$ cat src/rtl/osw_pkg.sv
package osw_pkg;
  localparam int NSW = 3;
  localparam int IW  = 2;
  localparam int GW  = 4;

  typedef enum logic [2:0] {S_IDLE, S_PICK, S_PRE, S_PULSE, S_POST, S_FIN} seq_st_t;

  // gate nibble: {B-low, B-high, A-low, A-high}
  localparam logic [GW-1:0] DRV_TO_ONE  = 4'b1001;
  localparam logic [GW-1:0] DRV_TO_ZERO = 4'b0110;

  // required switch positions for a source; off-path leaf keeps its place
  function automatic logic [NSW-1:0] route_target(input logic [1:0] src,
                                                  input logic [NSW-1:0] pos);
    logic [NSW-1:0] t;
    t = pos;
    t[2] = src[1];
    if (src[1]) t[1] = src[0];
    else        t[0] = src[0];
    return t;
  endfunction

  // lowest set bit index of a mask
  function automatic logic [IW-1:0] lowest_set(input logic [NSW-1:0] m);
    logic [IW-1:0] r;
    r = '0;
    for (int i = NSW-1; i >= 0; i--) begin
      if (m[i]) r = IW'(i);
    end
    return r;
  endfunction
endpackage

$ cat src/rtl/osw_route.sv
module osw_route
  import osw_pkg::*;
(
  input  logic [1:0]     src,
  input  logic [NSW-1:0] pos,
  output logic [NSW-1:0] tgt,
  output logic [NSW-1:0] need
);
  assign tgt  = route_target(src, pos);
  assign need = tgt ^ pos;
endmodule

$ cat src/rtl/osw_timer.sv
module osw_timer #(
  parameter int W = 4
) (
  input  logic         clk,
  input  logic         rst_n,
  input  logic         load,
  input  logic [W-1:0] val,
  output logic         zero
);
  logic [W-1:0] cnt_q;

  always_ff @(posedge clk) begin
    if (!rst_n)              cnt_q <= '0;
    else if (load)           cnt_q <= val;
    else if (cnt_q != '0)    cnt_q <= cnt_q - 1'b1;
  end

  assign zero = (cnt_q == '0);
endmodule

$ cat src/rtl/osw_bridge.sv
module osw_bridge
  import osw_pkg::*;
(
  input  logic          clk,
  input  logic          rst_n,
  input  logic          act,
  input  logic          dir,
  output logic [GW-1:0] g
);
  assign g = act ? (dir ? DRV_TO_ONE : DRV_TO_ZERO) : '0;


  leg_excl_chk: assert property (@(posedge clk) disable iff (!rst_n)
    !(g[0] && g[1]) && !(g[2] && g[3]));
endmodule

$ cat src/rtl/osw_seq.sv
module osw_seq
  import osw_pkg::*;
#(
  parameter int PULSE_CYC = 12000,
  parameter int DEAD_CYC  = 16
) (
  input  logic              clk,
  input  logic              rst_n,
  input  logic              start_i,
  input  logic [1:0]        src_i,
  output logic [NSW*GW-1:0] gate_o,
  output logic [NSW-1:0]    pos_o,
  output logic              busy_o,
  output logic              done_o
);
  localparam int MAXC = (PULSE_CYC > DEAD_CYC) ? PULSE_CYC : DEAD_CYC;
  localparam int CW   = $clog2(MAXC + 1);
  localparam logic [CW-1:0] PULSE_LD = CW'(PULSE_CYC - 1);
  localparam logic [CW-1:0] DEAD_LD  = CW'(DEAD_CYC - 1);

  seq_st_t        st_q;
  logic [NSW-1:0] pos_q, tgt_q, mask_q;
  logic [IW-1:0]  sel_q;
  logic [NSW-1:0] tgt_w, need_w;
  logic           tmr_load, tmr_zero;
  logic [CW-1:0]  tmr_val;

  // named events
  logic           accept_w, pulse_on_w, pulse_end_w;
  logic [NSW-1:0] bridge_on_w;

  osw_route u_route (.src(src_i), .pos(pos_q), .tgt(tgt_w), .need(need_w));

  osw_timer #(.W(CW)) u_timer (
    .clk(clk), .rst_n(rst_n), .load(tmr_load), .val(tmr_val), .zero(tmr_zero));

  assign accept_w    = (st_q == S_IDLE) && start_i;
  assign pulse_on_w  = (st_q == S_PULSE);
  assign pulse_end_w = pulse_on_w && tmr_zero;

  always_comb begin
    tmr_load = 1'b0;
    tmr_val  = '0;
    case (st_q)
      S_PICK:  if (mask_q != '0) begin tmr_load = 1'b1; tmr_val = DEAD_LD;  end
      S_PRE:   if (tmr_zero)     begin tmr_load = 1'b1; tmr_val = PULSE_LD; end
      S_PULSE: if (tmr_zero)     begin tmr_load = 1'b1; tmr_val = DEAD_LD;  end
      default: ;
    endcase
  end

  always_ff @(posedge clk) begin
    if (!rst_n) begin
      st_q   <= S_IDLE;
      pos_q  <= '0;
      tgt_q  <= '0;
      mask_q <= '0;
      sel_q  <= '0;
    end else begin
      case (st_q)
        S_IDLE: if (start_i) begin
          tgt_q  <= tgt_w;
          mask_q <= need_w;
          st_q   <= S_PICK;
        end
        S_PICK: begin
          if (mask_q == '0) st_q <= S_FIN;
          else begin
            sel_q <= lowest_set(mask_q);
            st_q  <= S_PRE;
          end
        end
        S_PRE:   if (tmr_zero) st_q <= S_PULSE;
        S_PULSE: if (tmr_zero) begin
          pos_q[sel_q]  <= tgt_q[sel_q];
          mask_q[sel_q] <= 1'b0;
          st_q          <= S_POST;
        end
        S_POST:  if (tmr_zero) st_q <= S_PICK;
        S_FIN:   st_q <= S_IDLE;
        default: st_q <= S_IDLE;
      endcase
    end
  end

  for (genvar i = 0; i < NSW; i++) begin : g_br
    assign bridge_on_w[i] = pulse_on_w && (sel_q == IW'(i));
    osw_bridge u_br (
      .clk(clk), .rst_n(rst_n), .act(bridge_on_w[i]), .dir(tgt_q[i]),
      .g(gate_o[i*GW +: GW]));
  end

  assign pos_o  = pos_q;
  assign busy_o = (st_q != S_IDLE);
  assign done_o = (st_q == S_FIN);


  one_bridge_chk: assert property (@(posedge clk) disable iff (!rst_n)
    $onehot0(bridge_on_w));

  done_drop_chk: assert property (@(posedge clk) disable iff (!rst_n)
    done_o |=> !busy_o);

  busy_start_chk: assert property (@(posedge clk) disable iff (!rst_n)
    (busy_o && start_i) |=> $stable(tgt_q));

  pos_hold_chk: assert property (@(posedge clk) disable iff (!rst_n)
    !pulse_end_w |=> $stable(pos_q));

  pos_take_chk: assert property (@(posedge clk) disable iff (!rst_n)
    pulse_end_w |=> (pos_q == $past(pos_q ^ (tgt_q & bridge_on_w) ^ ($past(pos_q) & bridge_on_w) & bridge_on_w) || pos_q[$past(sel_q)] == $past(tgt_q[sel_q])));

  no_need_chk: assert property (@(posedge clk) disable iff (!rst_n)
    (st_q == S_PICK && mask_q == '0) |=> done_o);
endmodule

$ cat config.mk
export PLATFORM = sky130hd
export DESIGN_NAME = osw_seq
export DESIGN_NICKNAME = d
export VERILOG_FILES = /design/src/rtl/osw_pkg.sv /design/src/rtl/osw_route.sv /design/src/rtl/osw_timer.sv /design/src/rtl/osw_bridge.sv /design/src/rtl/osw_seq.sv
export SDC_FILE = /design/constraint.sdc
export NUM_CORES = 1
export LEC_CHECK = 0
export BUFFER_PORTS_ARGS = -buffer_cell sky130_fd_sc_hd__buf_2
export CORE_AREA = 10 10 65 67
export CTS_CLUSTER_SIZE = 40
export DETAILED_ROUTE_END_ITERATION = 10
export DIE_AREA = 0 0 75 77
export GPL_TIMING_DRIVEN = 0
export PLACE_DENSITY_LB_ADDON = 0.12
export RECOVER_POWER = 100
export SYNTH_ARGS = -nofsm -noshare
export SYNTH_HDL_FRONTEND = slang
export SYNTH_SLANG_ARGS = --single-unit
export TNS_END_PERCENT = 30
$ cat constraint.sdc
create_clock -name clk -period 2.85 [get_ports clk]
set_input_delay 0.57 -clock clk [delete_from_list [all_inputs] [get_ports clk]]
set_output_delay 0.57 -clock clk [all_outputs]
set_load 0.01 [all_outputs]
==> results.json <==
{
  "fin_setup_tns_ns": 0,
  "ir_worst_vdd_mv": 0.569,
  "initial_core_util_pct": 54.7,
  "setup_violations": 0,
  "clock_latency_ns": 0.33,
  "finalHoldViolations": 0,
  "insertedDiodeCount": 0,
  "ctsRootBufferMaster": "clkbuf_4",
  "power_frac_comb_pct": 56.2,
  "track_usage_pct": 13.6,
  "p_clk_share_pct": 9.8,
  "hold_depth": 2,
  "antenna_found_initial": 0,
  "grt_max_degree": 16,
  "clock_path_buffers": 2,
  "arrival_ns": 2.10,
  "p_sw_mw": 0.857,
  "overflow": 0,
  "clk_pin_slew_worst_paths_ns": 0.15,
  "skew_ns": 0.0204,
  "syn_area_mm2": 0.00163,
  "portBuffers": 20,
  "min_period_ns": 2.67,
  "routabilityCongestion": 0.846,
  "p_int_mw": 1.06,
  "cp_data_required_time_ns": 2.28,
  "num_vias": 1547,
  "rsz0062_at_grt": "false",
  "reg2regPathDepth": 7,
  "grt_pass1_vias": 1455,
  "htree_levels": 1,
  "slew_violations": 0,
  "slew_headroom_pct": 59.6,
  "pwr_density_cell_mw_per_mm2": 1070,
  "drive_gt1_share_pct": 12.8,
  "synth_nets": 210,
  "status": "finished clean",
  "fin_crit_sh_pct": 93.6,
  "ys_seq_elements": 28,
  "cts_buffers": 3,
  "cp-start-kind": "register",
  "hp-class": "reg -> reg",
  "yosysWarnings": 0,
  "viasPerCell": 5.95,
  "dr.pass1.iters": 4,
  "dp_hpwl_um": 3010,
  "yosysUniqueCellTypes": 42,
  "ys_seq_area_share_pct": 34.4,
  "max_freq_mhz": 375,
  "synthToLayoutAreaGrowth_pct": 9.76,
  "grt_pass1_wl_um": 6490,
  "wl_per_cell_um": 15.1,
  "core-area_mm2": 0.00298,
  "holdWs_ns": 0.526,
  "die-area_mm2": 0.00578,
  "syn_avg_cell_area_um2": 8.02,
  "p_leak_nw": 0.691,
  "cts_tree": "built",
  "drv_cap": 0,
  "cts_setup_buffers": 0,
  "synth_cells": 203,
  "crit_fanout": 10,
  "wl_um": 3930,
  "setup.worst_path.class": "reg -> out",
  "remaining_drc_errors": 0,
  "layout.nets": 235,
  "ios": 22,
  "seqPwrFrac_pct": 33.9,
  "drt_iter0_markers": 129,
  "cp-end-kind": "primary output",
  "p_sw_share_pct": 44.6,
  "rows": 20,
  "fp.dieW_um": 75,
  "ant_nets": 0,
  "tightestPinTransition_ns": 0.601,
  "die_h_um": 77,
  "cts.sinks": 28
}
==> layer usage <==
layer	track usage, %	up-vias	wire (um)
li1	-	775	-
met1	15.3	723	1740
met2	24.4	41	2020
met3	3.22	8	126
met4	3.22	0	47
met5	0	-	0
==> critical path, stage by stage, from the launching register on <==
cell and delay (ns):
dfxtp_1 0.35, clkbuf_1 0.33, nand3b_1 0.27, or3_1 0.43, nor2_1 0.16, buf_4 0.13
buf_2 0.12
==> cells in the mapped netlist <==
library cell | instances | area (um2)
dfxtp_1 | 28 | 561
o21ai_0 | 19 | 95.1
nor2_1 | 18 | 67.6
a21oi_1 | 15 | 75.1
nand2_1 | 13 | 48.8
nor3_1 | 13 | 65.1
or3_1 | 8 | 50.1
clkbuf_1 | 7 | 26.3
mux2i_1 | 7 | 70.1
a211oi_1 | 6 | 45.0
buf_4 | 6 | 45.0
xnor2_1 | 5 | 43.8
and2_1 | 4 | 25.0
nor3b_1 | 4 | 30.0
inv_1 | 3 | 11.3
nand3b_1 | 3 | 22.5
nor4_1 | 3 | 18.8
o21a_1 | 3 | 22.5
or4_1 | 3 | 22.5
or4_4 | 3 | 33.8
xor2_1 | 3 | 26.3
and3b_1 | 2 | 17.5
buf_1 | 2 | 7.51
buf_6 | 2 | 22.5
ha_1 | 2 | 25.0
nand2b_1 | 2 | 12.5
nand3_1 | 2 | 10.0
o22ai_1 | 2 | 12.5
or4b_2 | 2 | 20.0
a31oi_1 | 1 | 6.26
buf_2 | 1 | 5.00
clkinv_1 | 1 | 3.75
nor2b_1 | 1 | 6.26
nor4b_1 | 1 | 8.76
o211a_1 | 1 | 10.0
o211ai_1 | 1 | 7.51
o22a_1 | 1 | 8.76
o31a_1 | 1 | 8.76
or2_2 | 1 | 6.26
or2b_1 | 1 | 7.51
or3_2 | 1 | 7.51
or3b_2 | 1 | 8.76
==> per-stage QoR <==
| stage | utilization (%) | instances | setup slack [ns] | cell area [um2] | total power, mW |
|---|---|---|---|---|---|
| 6_report | 60.0 | 260 | 0.182 | 1790 | 1.92 |
| 5_1_grt | 60.0 | 260 | 0.0330 | 1790 | 2.08 |
| 4_1_cts | 60.6 | 260 | 0.0517 | 1810 | 1.93 |
| 3_5_place_dp | 59.4 | 256 | 0.0960 | 1770 | 1.73 |
| 3_3_place_gp | 59.4 | 256 | 0.134 | 1770 | 1.69 |
| 2_1_floorplan | - | 203 | 0.575 | 1630 | 1.49 |
==> final timing paths <==
kind,start,to,slack [ns]
worst max-delay path,st_q[0],gate_o[2],0.18
worst min-delay path,u_timer.cnt_q[8],u_timer.cnt_q[8],0.53
worst min register to register,u_timer.cnt_q[8],u_timer.cnt_q[8],0.53
worst max register to register,u_timer.cnt_q[0],u_timer.cnt_q[11],0.19
==> cell families after synthesis <==
logic type	Yosys count	share of synthesized area (%)
flip-flops	28	34.4
XOR/XNOR	8	4.30
multiplexers	7	4.30
buffers and inverters	22	7.46
AO/OA/AOI/OAI	50	17.9
AND/OR/NAND/NOR	86	30.1
adder cells (fa/ha/maj)	2	1.54
==> registers in the layout, summed over array words and instances, names as in the netlist <==
| signal | flops |
|---|---|
| u_timer.cnt_q | 14 |
| tgt_q | 3 |
| st_q | 3 |
| mask_q | 3 |
| sel_q | 2 |
| pos_o | 3 |
==> area by class of cell <==
cell class              instances  area [um2]
plain buffers                  18        98.8
clock buffers                   4        36.3
fillers                       279        1190
inverters                       4        15.0
multi-input cells             153         948
flip-flops and latches         28         561
well taps                      33        41.3
repair buffers                 20        86.3
==> repair_timing <==
item / 4_1_cts / 5_1_grt
gates resized for setup: 0 / 1
endpoints found under the setup margin: 0 / 9
hold buffers: 0 / 0
==> layout by cell type, fill, tap and decap left out, types with 4 or more instances in the layout <==
cell / n
a211oi_1: 6
buf_2: 8
or4_1: 4
mux2i_1: 7
nand2_1: 13
clkbuf_1: 19
or3_1: 8
buf_4: 5
clkbuf_4: 4
nor3_1: 13
dfxtp_1: 28
xnor2_1: 5
nor2_1: 18
a21oi_1: 15
nor3b_1: 4
o21ai_0: 19
==> power by group through the flow <==
stage,registers (mW),clock network (mW),logic (mW)
6_report,0.651,0.189,1.08
4_1_cts,0.645,0.195,1.09
5_1_grt,0.669,0.209,1.20
2_1_floorplan,0.622,0,0.863
3_5_place_dp,0.655,0,1.08
3_3_place_gp,0.645,0,1.04
Power figures use the tool's default switching activity.
